<file path="src/rtl/pdc_pkg.sv">
package pdc_pkg;

  // Index of the lowest set bit; 0 when no bit is set.
  function automatic logic [5:0] lowest_index(input logic [63:0] v);
    logic [5:0] r;
    r = '0;
    for (int i = 63; i >= 0; i--) begin
      if (v[i]) r = 6'(i);
    end
    return r;
  endfunction

  // True when one more back-to-back redelivery would reach the limit.
  function automatic logic storm_reached(input logic [31:0] cnt,
                                         input logic [31:0] limit);
    return (cnt + 32'd1) >= limit;
  endfunction

endpackage

</file>
<file path="src/rtl/pdc_pin.sv">
module pdc_pin #(
  parameter int VECW  = 8,
  parameter int LIMIT = 10000,
  parameter int CNTW  = 14
) (
  input  logic            clk,
  input  logic            rst_n,
  input  logic            cfg_mask,
  input  logic            cfg_level,
  input  logic [VECW-1:0] cfg_vec,
  input  logic            cfg_resample,
  input  logic            set_hit,
  input  logic            set_level,
  input  logic            eoi_valid,
  input  logic [VECW-1:0] eoi_vector,
  input  logic            eoi_suppress,
  input  logic            scan,
  input  logic            taken,
  input  logic            acc_done,
  output logic            irr,
  output logic            rirr,
  output logic            pend,
  output logic            storm,
  output logic            coal
);
  logic irr_q, rirr_q, pend_q, mask_q;
  logic [CNTW-1:0] cnt_q;

  // named events
  logic unmask_ev, eoi_do, rise_ev, unm_live, resample_drop, unm_req;
  logic redo_ok, eoi_req, scan_req, any_req, blocked_n, rirr_n;

  assign unmask_ev     = mask_q & ~cfg_mask;
  assign eoi_do        = eoi_valid & (eoi_vector == cfg_vec) & cfg_level & ~eoi_suppress;
  assign rise_ev       = set_hit & set_level;
  assign coal          = rise_ev & ~cfg_level & irr_q;
  assign unm_live      = unmask_ev & cfg_level & irr_q & ~rirr_q;
  assign resample_drop = unm_live & cfg_resample;
  assign unm_req       = unm_live & ~cfg_resample;
  assign redo_ok       = eoi_do & ~cfg_mask & irr_q;
  assign storm         = redo_ok & pdc_pkg::storm_reached(32'(cnt_q), LIMIT);
  assign eoi_req       = redo_ok & ~storm;
  assign scan_req      = scan & cfg_level & irr_q & ~rirr_q;
  assign any_req       = (rise_ev & ~coal) | unm_req | eoi_req | scan_req;
  assign rirr_n        = (rirr_q | acc_done) & ~eoi_do;
  assign blocked_n     = cfg_mask | (cfg_level & rirr_n);

  always_ff @(posedge clk or negedge rst_n) begin
    if (!rst_n) begin
      irr_q  <= 1'b0;
      rirr_q <= 1'b0;
      pend_q <= 1'b0;
      mask_q <= 1'b1;
      cnt_q  <= '0;
    end else begin
      mask_q <= cfg_mask;
      rirr_q <= rirr_n;
      pend_q <= ((pend_q & ~taken) | any_req) & ~blocked_n;
      if (set_hit)            irr_q <= set_level;
      else if (resample_drop) irr_q <= 1'b0;
      if (eoi_do) begin
        if (redo_ok && !storm) cnt_q <= cnt_q + 1'b1;
        else                   cnt_q <= '0;
      end
    end
  end

  assign irr  = irr_q;
  assign rirr = rirr_q;
  assign pend = pend_q;
endmodule

</file>
<file path="src/rtl/pdc_arb.sv">
module pdc_arb #(
  parameter int NPINS = 24,
  parameter int VECW  = 8,
  parameter int PINW  = 5
) (
  input  logic                  clk,
  input  logic                  rst_n,
  input  logic [NPINS-1:0]      elig,
  input  logic [NPINS-1:0]      cfg_level,
  input  logic [NPINS*VECW-1:0] cfg_vector,
  input  logic                  dlv_done,
  input  logic                  dlv_accepted,
  output logic [NPINS-1:0]      taken,
  output logic                  busy,
  output logic [PINW-1:0]       pin,
  output logic [VECW-1:0]       vec,
  output logic                  lvl,
  output logic [NPINS-1:0]      acc_done
);
  localparam logic [NPINS-1:0] ONE = NPINS'(1);

  logic            busy_q, lvl_q, pick;
  logic [PINW-1:0] pin_q;
  logic [VECW-1:0] vec_q;
  logic [5:0]      first;

  assign first = pdc_pkg::lowest_index(64'(elig));
  assign pick  = !busy_q && (|elig);
  assign taken = pick ? (ONE << first) : '0;

  always_ff @(posedge clk or negedge rst_n) begin
    if (!rst_n) begin
      busy_q <= 1'b0;
      lvl_q  <= 1'b0;
      pin_q  <= '0;
      vec_q  <= '0;
    end else if (pick) begin
      busy_q <= 1'b1;
      pin_q  <= PINW'(first);
      vec_q  <= cfg_vector[int'(first)*VECW +: VECW];
      lvl_q  <= cfg_level[first];
    end else if (busy_q && dlv_done) begin
      busy_q <= 1'b0;
    end
  end

  for (genvar i = 0; i < NPINS; i++) begin : g_acc
    assign acc_done[i] = busy_q & dlv_done & dlv_accepted & lvl_q & (pin_q == PINW'(i));
  end

  assign busy = busy_q;
  assign pin  = pin_q;
  assign vec  = vec_q;
  assign lvl  = lvl_q;
endmodule

</file>
<file path="src/rtl/pdc_defer.sv">
module pdc_defer #(
  parameter int CYC = 1000000,
  parameter int W   = 20
) (
  input  logic clk,
  input  logic rst_n,
  input  logic arm,
  output logic fire
);
  logic         run_q;
  logic [W-1:0] cnt_q;

  assign fire = run_q && (cnt_q == '0);

  always_ff @(posedge clk or negedge rst_n) begin
    if (!rst_n) begin
      run_q <= 1'b0;
      cnt_q <= '0;
    end else if (arm && (!run_q || fire)) begin
      run_q <= 1'b1;
      cnt_q <= W'(CYC - 1);
    end else if (run_q) begin
      if (fire) run_q <= 1'b0;
      else      cnt_q <= cnt_q - 1'b1;
    end
  end
endmodule

</file>
<file path="src/rtl/pin_dlv_ctrl.sv">
module pin_dlv_ctrl #(
  parameter int NPINS        = 24,
  parameter int VECW         = 8,
  parameter int STORM_LIMIT  = 10000,
  parameter int DEFER_CYCLES = 1000000,
  parameter int PINW         = (NPINS > 1) ? $clog2(NPINS) : 1
) (
  input  logic                  clk,
  input  logic                  rst_n,
  input  logic [NPINS-1:0]      cfg_mask,
  input  logic [NPINS-1:0]      cfg_level,
  input  logic [NPINS*VECW-1:0] cfg_vector,
  input  logic [NPINS-1:0]      cfg_resample,
  input  logic                  req_valid,
  input  logic [PINW-1:0]       req_pin,
  input  logic                  req_level,
  output logic                  req_coalesced,
  input  logic                  eoi_valid,
  input  logic [VECW-1:0]       eoi_vector,
  input  logic                  eoi_suppress,
  output logic                  dlv_valid,
  output logic [PINW-1:0]       dlv_pin,
  output logic [VECW-1:0]       dlv_vector,
  output logic                  dlv_level,
  input  logic                  dlv_done,
  input  logic                  dlv_accepted,
  output logic [NPINS-1:0]      irr_o,
  output logic [NPINS-1:0]      rirr_o
);
  localparam int CNTW = $clog2(STORM_LIMIT + 1);
  localparam int DEFW = $clog2(DEFER_CYCLES + 1);

  logic [NPINS-1:0] pend_vec, storm_vec, coal_vec, take_vec, acc_vec, elig_vec;
  logic             defer_fire, coal_q;

  for (genvar i = 0; i < NPINS; i++) begin : g_pin
    pdc_pin #(.VECW(VECW), .LIMIT(STORM_LIMIT), .CNTW(CNTW)) u_pin (
      .clk         (clk),
      .rst_n       (rst_n),
      .cfg_mask    (cfg_mask[i]),
      .cfg_level   (cfg_level[i]),
      .cfg_vec     (cfg_vector[i*VECW +: VECW]),
      .cfg_resample(cfg_resample[i]),
      .set_hit     (req_valid && (req_pin == PINW'(i))),
      .set_level   (req_level),
      .eoi_valid   (eoi_valid),
      .eoi_vector  (eoi_vector),
      .eoi_suppress(eoi_suppress),
      .scan        (defer_fire),
      .taken       (take_vec[i]),
      .acc_done    (acc_vec[i]),
      .irr         (irr_o[i]),
      .rirr        (rirr_o[i]),
      .pend        (pend_vec[i]),
      .storm       (storm_vec[i]),
      .coal        (coal_vec[i])
    );
  end

  assign elig_vec = pend_vec & ~(cfg_mask | (cfg_level & rirr_o));

  pdc_arb #(.NPINS(NPINS), .VECW(VECW), .PINW(PINW)) u_arb (
    .clk         (clk),
    .rst_n       (rst_n),
    .elig        (elig_vec),
    .cfg_level   (cfg_level),
    .cfg_vector  (cfg_vector),
    .dlv_done    (dlv_done),
    .dlv_accepted(dlv_accepted),
    .taken       (take_vec),
    .busy        (dlv_valid),
    .pin         (dlv_pin),
    .vec         (dlv_vector),
    .lvl         (dlv_level),
    .acc_done    (acc_vec)
  );

  pdc_defer #(.CYC(DEFER_CYCLES), .W(DEFW)) u_defer (
    .clk  (clk),
    .rst_n(rst_n),
    .arm  (|storm_vec),
    .fire (defer_fire)
  );

  always_ff @(posedge clk or negedge rst_n) begin
    if (!rst_n) coal_q <= 1'b0;
    else        coal_q <= |coal_vec;
  end
  assign req_coalesced = coal_q;
endmodule

</file>
<file path="config.mk">
export PLATFORM = sky130hd
export DESIGN_NAME = pin_dlv_ctrl
export DESIGN_NICKNAME = d
export VERILOG_FILES = /design/src/rtl/pdc_pkg.sv /design/src/rtl/pdc_pin.sv /design/src/rtl/pdc_arb.sv /design/src/rtl/pdc_defer.sv /design/src/rtl/pin_dlv_ctrl.sv
export SDC_FILE = /design/constraint.sdc
export NUM_CORES = 2
export LEC_CHECK = 0
export ABC_AREA = 0
export BUFFER_PORTS_ARGS = -buffer_cell sky130_fd_sc_hd__buf_4
export CAP_MARGIN = 15
export CORE_MARGIN = 10
export CORE_UTILIZATION = 35
export DETAILED_ROUTE_END_ITERATION = 10
export RECOVER_POWER = 25
export SYNTH_ARGS = -nofsm -noshare
export SYNTH_HDL_FRONTEND = slang
export SYNTH_SLANG_ARGS = --single-unit
</file>
<file path="constraint.sdc">
create_clock -name clk -period 4.31 [get_ports clk]
set_clock_uncertainty 0.15 [all_clocks]
set_input_delay 0.2155 -clock clk [delete_from_list [all_inputs] [get_ports clk]]
set_output_delay 0.2155 -clock clk [all_outputs]
set_load 0.05 [all_outputs]
</file>
# Word-level counts from Yosys, hierarchy flattened
# Cells that the tools add are included.
[totals]
out_inout_bits = 64
mem_bits_ro = 0
latch_bits = 0
reg_bits = 469
mem_count = 0
ramBits = 0
in_bits = 285
[classes]
mux = 107
n_shift = 2
n_eq_ne = 71
n_reduce_logical = 112
n_lt_le_gt_ge = 25
n_addsub = 49
multipliers = 0
bitwise = 968
div = 0
[op_table]
columns = ["op", "n"]
rows = [
  [">= comparator 32 x 14 -> 1 bit (second input constant)", 24],
  ["AND 1 bit", 603],
  ["adder 14 x 1 -> 15 bit (second input constant)", 24],
  ["adder 14 x 1 -> 14 bit (second input constant)", 24],
  ["2-to-1 mux 14 bit", 24],
  ["inverter 1 bit", 217],
  ["equality test 8 bit", 24],
  ["indexed part select 192 x 10 -> 8 bit", 1],
  ["bitwise OR 1 bit", 144],
  ["2-to-1 mux 6 bit", 23],
  ["equality test 5 x 4 -> 1 bit (second input constant)", 16],
  ["equality test 5 bit (second input constant)", 16],
  ["OR reduction 24 bit", 3],
  ["2-to-1 mux 20 bit", 3],
  ["2-to-1 mux 1 bit", 54],
  ["logical AND 1 bit", 52],
  ["nonzero test 2 bit", 26],
  ["AND 24 bit", 2],
  ["equality test 5 x 3 -> 1 bit (second input constant)", 8],
  ["zero test 1 bit", 26],
  ["2-to-1 mux 24 bit", 1],
  ["inverter 24 bit", 1],
  ["bitwise OR 24 bit", 1],
  ["left shift 1 x 6 -> 24 bit (first input constant)", 1],
  ["other kinds (11)", 16],
]

# Longest topological paths before layout
[logic_depth]
word_depth = 34
ltp_mapped = 14
mapped_depth_nobuf = 11

# By module
# Synthesis repeated with hierarchy kept, for this count alone.
[unflattened]
cells_unflattened = 4700
area_unflattened_um2 = 39153.8
[modules_own_cells]
columns = ["module", "seq_area_each_um2", "instances", "area_per_inst_um2", "cells_each"]
rows = [
  ["pdc_pin at g_pin[0].u_pin ...", 451.7, 23, 1426.4, 167],
  ["pdc_arb", 375.4, 1, 3209.3, 474],
  ["pdc_pin at g_pin[9].u_pin", 451.7, 1, 1346.3, 154],
  ["pdc_defer", 525.5, 1, 1191.1, 123],
  ["pin_dlv_ctrl", 25.0, 1, 600.6, 108],
]

# Worst setup path before layout
# Ideal clock, no wire load.
[synth_timing]
path_kind = "register to register"
startpoint = "reg g_pin[7].u_pin.cnt_q[0]"
endpoint = "reg u_defer.cnt_q[0]"
path_stages_with_launch = 11
setup_ps = 125
t_required_ps = 4035
arrival_ps = 3241
n_path_buf = 1
path_slack_ps = 794
period_less_slack_ps = 3516
cell_sequence = "dfrtp_1 > nand2_1 > nor4_1 > or4b_2 > xnor2_1 > o31ai_1 > o2bb2ai_1 > or4_1 > or3_1 > buf_2 > mux2_4"
[synth_between]
elab_chain_cells = 7
elab_cells_between_ends = 9
cone_classes = "add/sub: 1; order compare: 1; eq/ne: 1; mux: 1; bitwise: 1; reduce/logical: 4"
[synth_lines]
columns = ["item", "line", "source"]
rows = [
  ["start: declaration", "pdc_pin.sv:27", "logic [CNTW-1:0] cnt_q;"],
  ["start signal: assignment", "pdc_pin.sv:62", "if (redo_ok && !storm) cnt_q <= cnt_q + 1'b1;"],
  ["adder 14 x 1 -> 15 bit (*)", "pdc_pkg.sv:16", "return (cnt + 32'd1) >= limit;"],
  [">= comparator 32 x 14 -> 1 bit (*)", "pdc_pkg.sv:16", ""],
  ["AND 1 bit (*)", "pdc_pin.sv:41", "assign storm = redo_ok & pdc_pkg::storm_reached(32'(cnt_q), LIMIT);"],
  ["OR reduction 24 bit (*)", "pin_dlv_ctrl.sv:81", ".arm (|storm_vec),"],
  ["logical AND 1 bit (*)", "pdc_defer.sv:19", "end else if (arm && (!run_q || fire)) begin"],
  ["inequality test 2 x 1 -> 1 bit (no line) or nonzero test 2 bit (tied branches)", "--", ""],
  ["AND reduction 2 bit (no line)", "--", ""],
  ["end signal: assignment", "pdc_defer.sv:21", "cnt_q <= W'(CYC - 1);"],
  ["end signal: assignment", "pdc_defer.sv:24", "else cnt_q <= cnt_q - 1'b1;"],
  ["end: declaration", "pdc_defer.sv:11", "logic [W-1:0] cnt_q;"],
]
# Mark *: on every way between the ends. The rest lies on a longest branch, timed or not.
# A chain may end at the register's enable or synchronous reset.

# Worst setup path in the final report
[layout_timing]
startpoint = "reg g_pin[22].u_pin.rirr_q"
endpoint = "reg u_arb.vec_q[5] (netlist: u_arb.vec[5])"
[layout_between]
elab_chain_cells = 28
elab_cells_between_ends = 30
cone_classes = "shift: 1; mux: 23; bitwise: 4; reduce/logical: 2"
[layout_lines]
columns = ["item", "line", "source"]
rows = [
  ["start: declaration", "pdc_pin.sv:26", "logic irr_q, rirr_q, pend_q, mask_q;"],
  ["start signal: assignment", "pdc_pin.sv:57", "rirr_q <= rirr_n;"],
  ["AND 24 bit (*)", "pin_dlv_ctrl.sv:60", "assign elig_vec = pend_vec & ~(cfg_mask | (cfg_level & rirr_o));"],
  ["bitwise OR 24 bit (*)", "pin_dlv_ctrl.sv:60", ""],
  ["inverter 24 bit (*)", "pin_dlv_ctrl.sv:60", ""],
  ["AND 24 bit (*)", "pin_dlv_ctrl.sv:60", ""],
  ["2-to-1 mux 6 bit (23 in series)", "pdc_pkg.sv:8", "if (v[i]) r = 6'(i);"],
  ["indexed part select 192 x 10 -> 8 bit", "pdc_arb.sv:40", "vec_q <= cfg_vector[int'(first)*VECW +: VECW];"],
  ["end signal: assignment", "pdc_arb.sv:40", ""],
  ["end: declaration", "pdc_arb.sv:24", "logic [VECW-1:0] vec_q;"],
]
# Marked as above.

==> key figures <==
Timing
  • Setup WS post-layout: 0.155 ns
  • Maximum clock rate: 241 MHz
  • Final Hold Fails: 0
  • Final Max Slew Viols: 96
  • Fin crit share: 96.4%
  • Fin crit period: 4.16 ns
  • Endpoints failing setup: 0
  • Worst slew pin tran: ~3.0 ns
  • RSZ-0062 raised after global routing: no
  • Slew HR: -98.4%
  • Setup TNS: 0 ns

Detailed routing
  • Initial DRC count: 3500
  • Pre-antenna DRT Iters: 6
  • Routed WL per cell: around 24 microns
  • DR vias/cell: 5.98
  • DR vias: 35200
  • Drt drc: 0
  • Post-route ant nets: 0
  • Routed WL: 141000 microns

Synthesis
  • Synthesized flop and latch total: 469
  • Syn avg cell area: 8.18 sq um
  • Top cells by area, synth: dfrtp_1 (33%), o21ai_0 (6.2%), nand2_1 (4.8%)
  • Warnings from Yosys: 0
  • Register area share after synthesis: 34.5%
  • Syn Inst Count: 4164
  • Area leader, netlist: dfrtp_1
  • Asr flop ratio synth: 100%
  • Post-synth EDFFs: 0
  • Syn nets: 4498
  • Predominant post-synthesis flop cell: dfrtp_1
  • Most numerous cell in the Yosys netlist: dfrtp_1
  • Post-Syn Area: 34100 sq um
  • Synth top cells by count: dfrtp_1 (445), nand2_1 (440), o21ai_0 (424)
  • Distinct cells, synth: 87
  • Post-synth top area share: roughly 33%

GRT
  • Grt total ovfl: 0
  • Largest net degree at the start of global routing: 100
  • First-pass GRT wire length: around 210000 microns
  • Initial antenna violation count: 9
  • GR Util All Layers: 24.2%
  • Vias in the first global route: 32700

Clock tree
  • Clock-pin slew on the worst setup and hold paths: roughly 0.06 ns
  • Clk buf depth: 3
  • CTS tree: done
  • Clock Tree Root: clkbuf_16
  • H-tree depth: 2
  • Clk sink count: 469
  • CTS buffer count: 57
  • Clk_lat worst skew: 0.64 ns

Placement
  • Placed cells: 5639
  • Port Buf Inserts: around 350
  • Dpl ws: 0.357 ns
  • HPWL after DPL: 109000 microns
  • Gpl congestion: 1.01

Critical path
  • Crit end category: register
  • R2r startpoint: g_pin[22].u_pin.rirr$_DFF_PN0_
  • CP startpoint kind: register
  • WP data required: 4.64 ns
  • Max FO, Critical Path: 41
  • Worst Path Class, Setup: register to register
  • Crit path DAT: 4.49 ns
  • FF-to-FF End: u_arb.vec[5]$_DFFE_PN0P_
  • Worst reg2reg path depth: 11
  • Flop2flop setup slack: approximately 0.15 ns

Finish
  • Layout cells sized above 1: 13.2%
  • Area Overhead vs Synth: 21.2%
  • Util after Layout: a little over two fifths
  • Fillers: 9820
  • Final #Nets: 4896
  • Final Non-Filler Cells: between 5000 and 6000

Run
  • Number of max-cap violations: 1

Floorplanning
  • Starting density of the core: between 30% and 40%
  • Total die area: 110000 sq um
  • # IOs: between 300 and 400
  • Die Ht: 332 microns
  • Total core area: 96700 sq um
  • Row count: between 100 and 150
  • Die X: 332 microns

Outcome
  • Failing checks: max-capacitance violations, max-slew violations
  • Status: complete, but fails checks

Hold path
  • Hold Startpoint: cfg_vector[37]
  • Hold Path Depth: 5
  • Hold Crit Endpoint: u_arb.vec[5]$_DFFE_PN0P_
  • Hold Path Class: input port to register

Power
  • LEAKAGE: about 17 nW
  • Power per Cell Area: around 300 nW/um^2
  • VDD IR max: ~0.3 mV
  • Total power: 12.8 mW
layer usage:
| layer | vias up | wire length (microns) | global-route usage (%) |
|---|---|---|---|
| li1 | 16300 | - | - |
| met1 | 17100 | 60300 | 33.2 |
| met2 | 1589 | 60900 | 36.3 |
| met3 | 260 | 14200 | 6.22 |
| met4 | 6 | 5490 | 8.80 |
| met5 | - | 41 | 0 |
state kept, by name (all words and copies together), names as in the netlist:
name                count
u_defer.cnt_q          20
u_defer.run_q           1
g_pin.u_pin.irr        24
g_pin.u_pin.rirr       24
g_pin.u_pin.mask_q     24
u_arb.pin               5
req_coalesced           1
u_arb.vec               8
g_pin.u_pin.pend       24
g_pin.u_pin.cnt_q     336
u_arb.busy              1
u_arb.lvl               1
stage by stage:
step	area (sq um)	hold WS, ns
after floorplan	34100	-0.230
after global placement	38000	0.190
after detailed placement	38000	0.194
after CTS	41400	0.00173
after global routing	41300	0.0437
final	41300	0.0443
critical path, stage by stage (launching register included):
cell	delay (ns)
dfrtp_1	0.43
nand2_1	0.12
a221o_1	0.35
a221oi_1	0.42
o221ai_1	0.31
a221oi_4	0.37
buf_12	0.30
mux2i_1	0.25
dlygate4sd3_1	0.58
nand2_1	0.07
a32oi_1	0.40
o21ai_0	0.15
logic make-up (layout without fill, tap and decap cells):
kind of cell | count (synthesis) | in the layout | share of synthesized area [%]
fa+ha+maj | 49 | 49 | 1.80
compound gates | 1174 | 1174 | 22.6
buf+inv | 384 | 829 | 4.90
mux | 142 | 142 | 4.21
simple gates | 1714 | 1714 | 26.0
flops | 469 | 469 | 34.5
xor+xnor | 232 | 232 | 5.96
other cells | 0 | 5 | 0
placed cells by master, fill, tap and decap left out, types with 122 or more instances in the layout:
cell type and n:
inv_1 134, dfrtp_1 445, buf_4 416, o31ai_1 206, o21ai_0 424, and3_1 122, mux2i_1 134, nor2_1 261
dlygate4sd3_1 140, nand2_1 440, nand3_1 229
final cells by class:
| cell class | count | area, sq um | area share, % |
|---|---|---|---|
| clock buffers | 81 | 1650 | 3.99 |
| inverters | 135 | 507 | 1.23 |
| flip-flops and latches | 469 | 11800 | 28.5 |
| clock inverters | 25 | 315 | 0.764 |
| multi-input cells | 3311 | 20700 | 50.2 |
| diodes | 5 | 12.5 | 0.0303 |
| repair buffers | 588 | 4730 | 11.5 |
| well taps | 1276 | 1600 | 3.87 |
how the worst max path moves through the flow:
stage                                         from                             to  slack, ns  cells after the start
2_1_floorplan  g_pin[7].u_pin.cnt_q[0]$_DFFE_PN0P_   u_defer.cnt_q[0]$_DFFE_PN0P_       0.79                     10
3_3_place_gp   g_pin[1].u_pin.cnt_q[0]$_DFFE_PN0P_   u_defer.cnt_q[0]$_DFFE_PN0P_       0.38                     11
3_5_place_dp   g_pin[7].u_pin.cnt_q[0]$_DFFE_PN0P_   u_defer.cnt_q[0]$_DFFE_PN0P_       0.36                      9
4_1_cts              g_pin[2].u_pin.rirr$_DFF_PN0_  g_pin[4].u_pin.pend$_DFF_PN0_       0.19                     11
5_1_grt                               cfg_mask[19]  g_pin[4].u_pin.pend$_DFF_PN0_       0.05                     13
6_report            g_pin[22].u_pin.rirr$_DFF_PN0_       u_arb.vec[5]$_DFFE_PN0P_       0.15                     11
what timing repair did:
item	4_1_cts	5_1_grt
hold endpoints to repair	169	0
hold buffers	140	0
endpoints found under the setup margin	0	2
buffers inserted	0	0
resized for setup	0	2
where the power goes:
group	internal (mW)	total [mW]	leakage, nW	switching, mW
Combinational	0.917	2.79	9.76	1.88
Clock	3.02	5.11	0.964	2.09
Sequential	4.57	4.86	6.30	0.291
(Power assumes the default switching activity.)
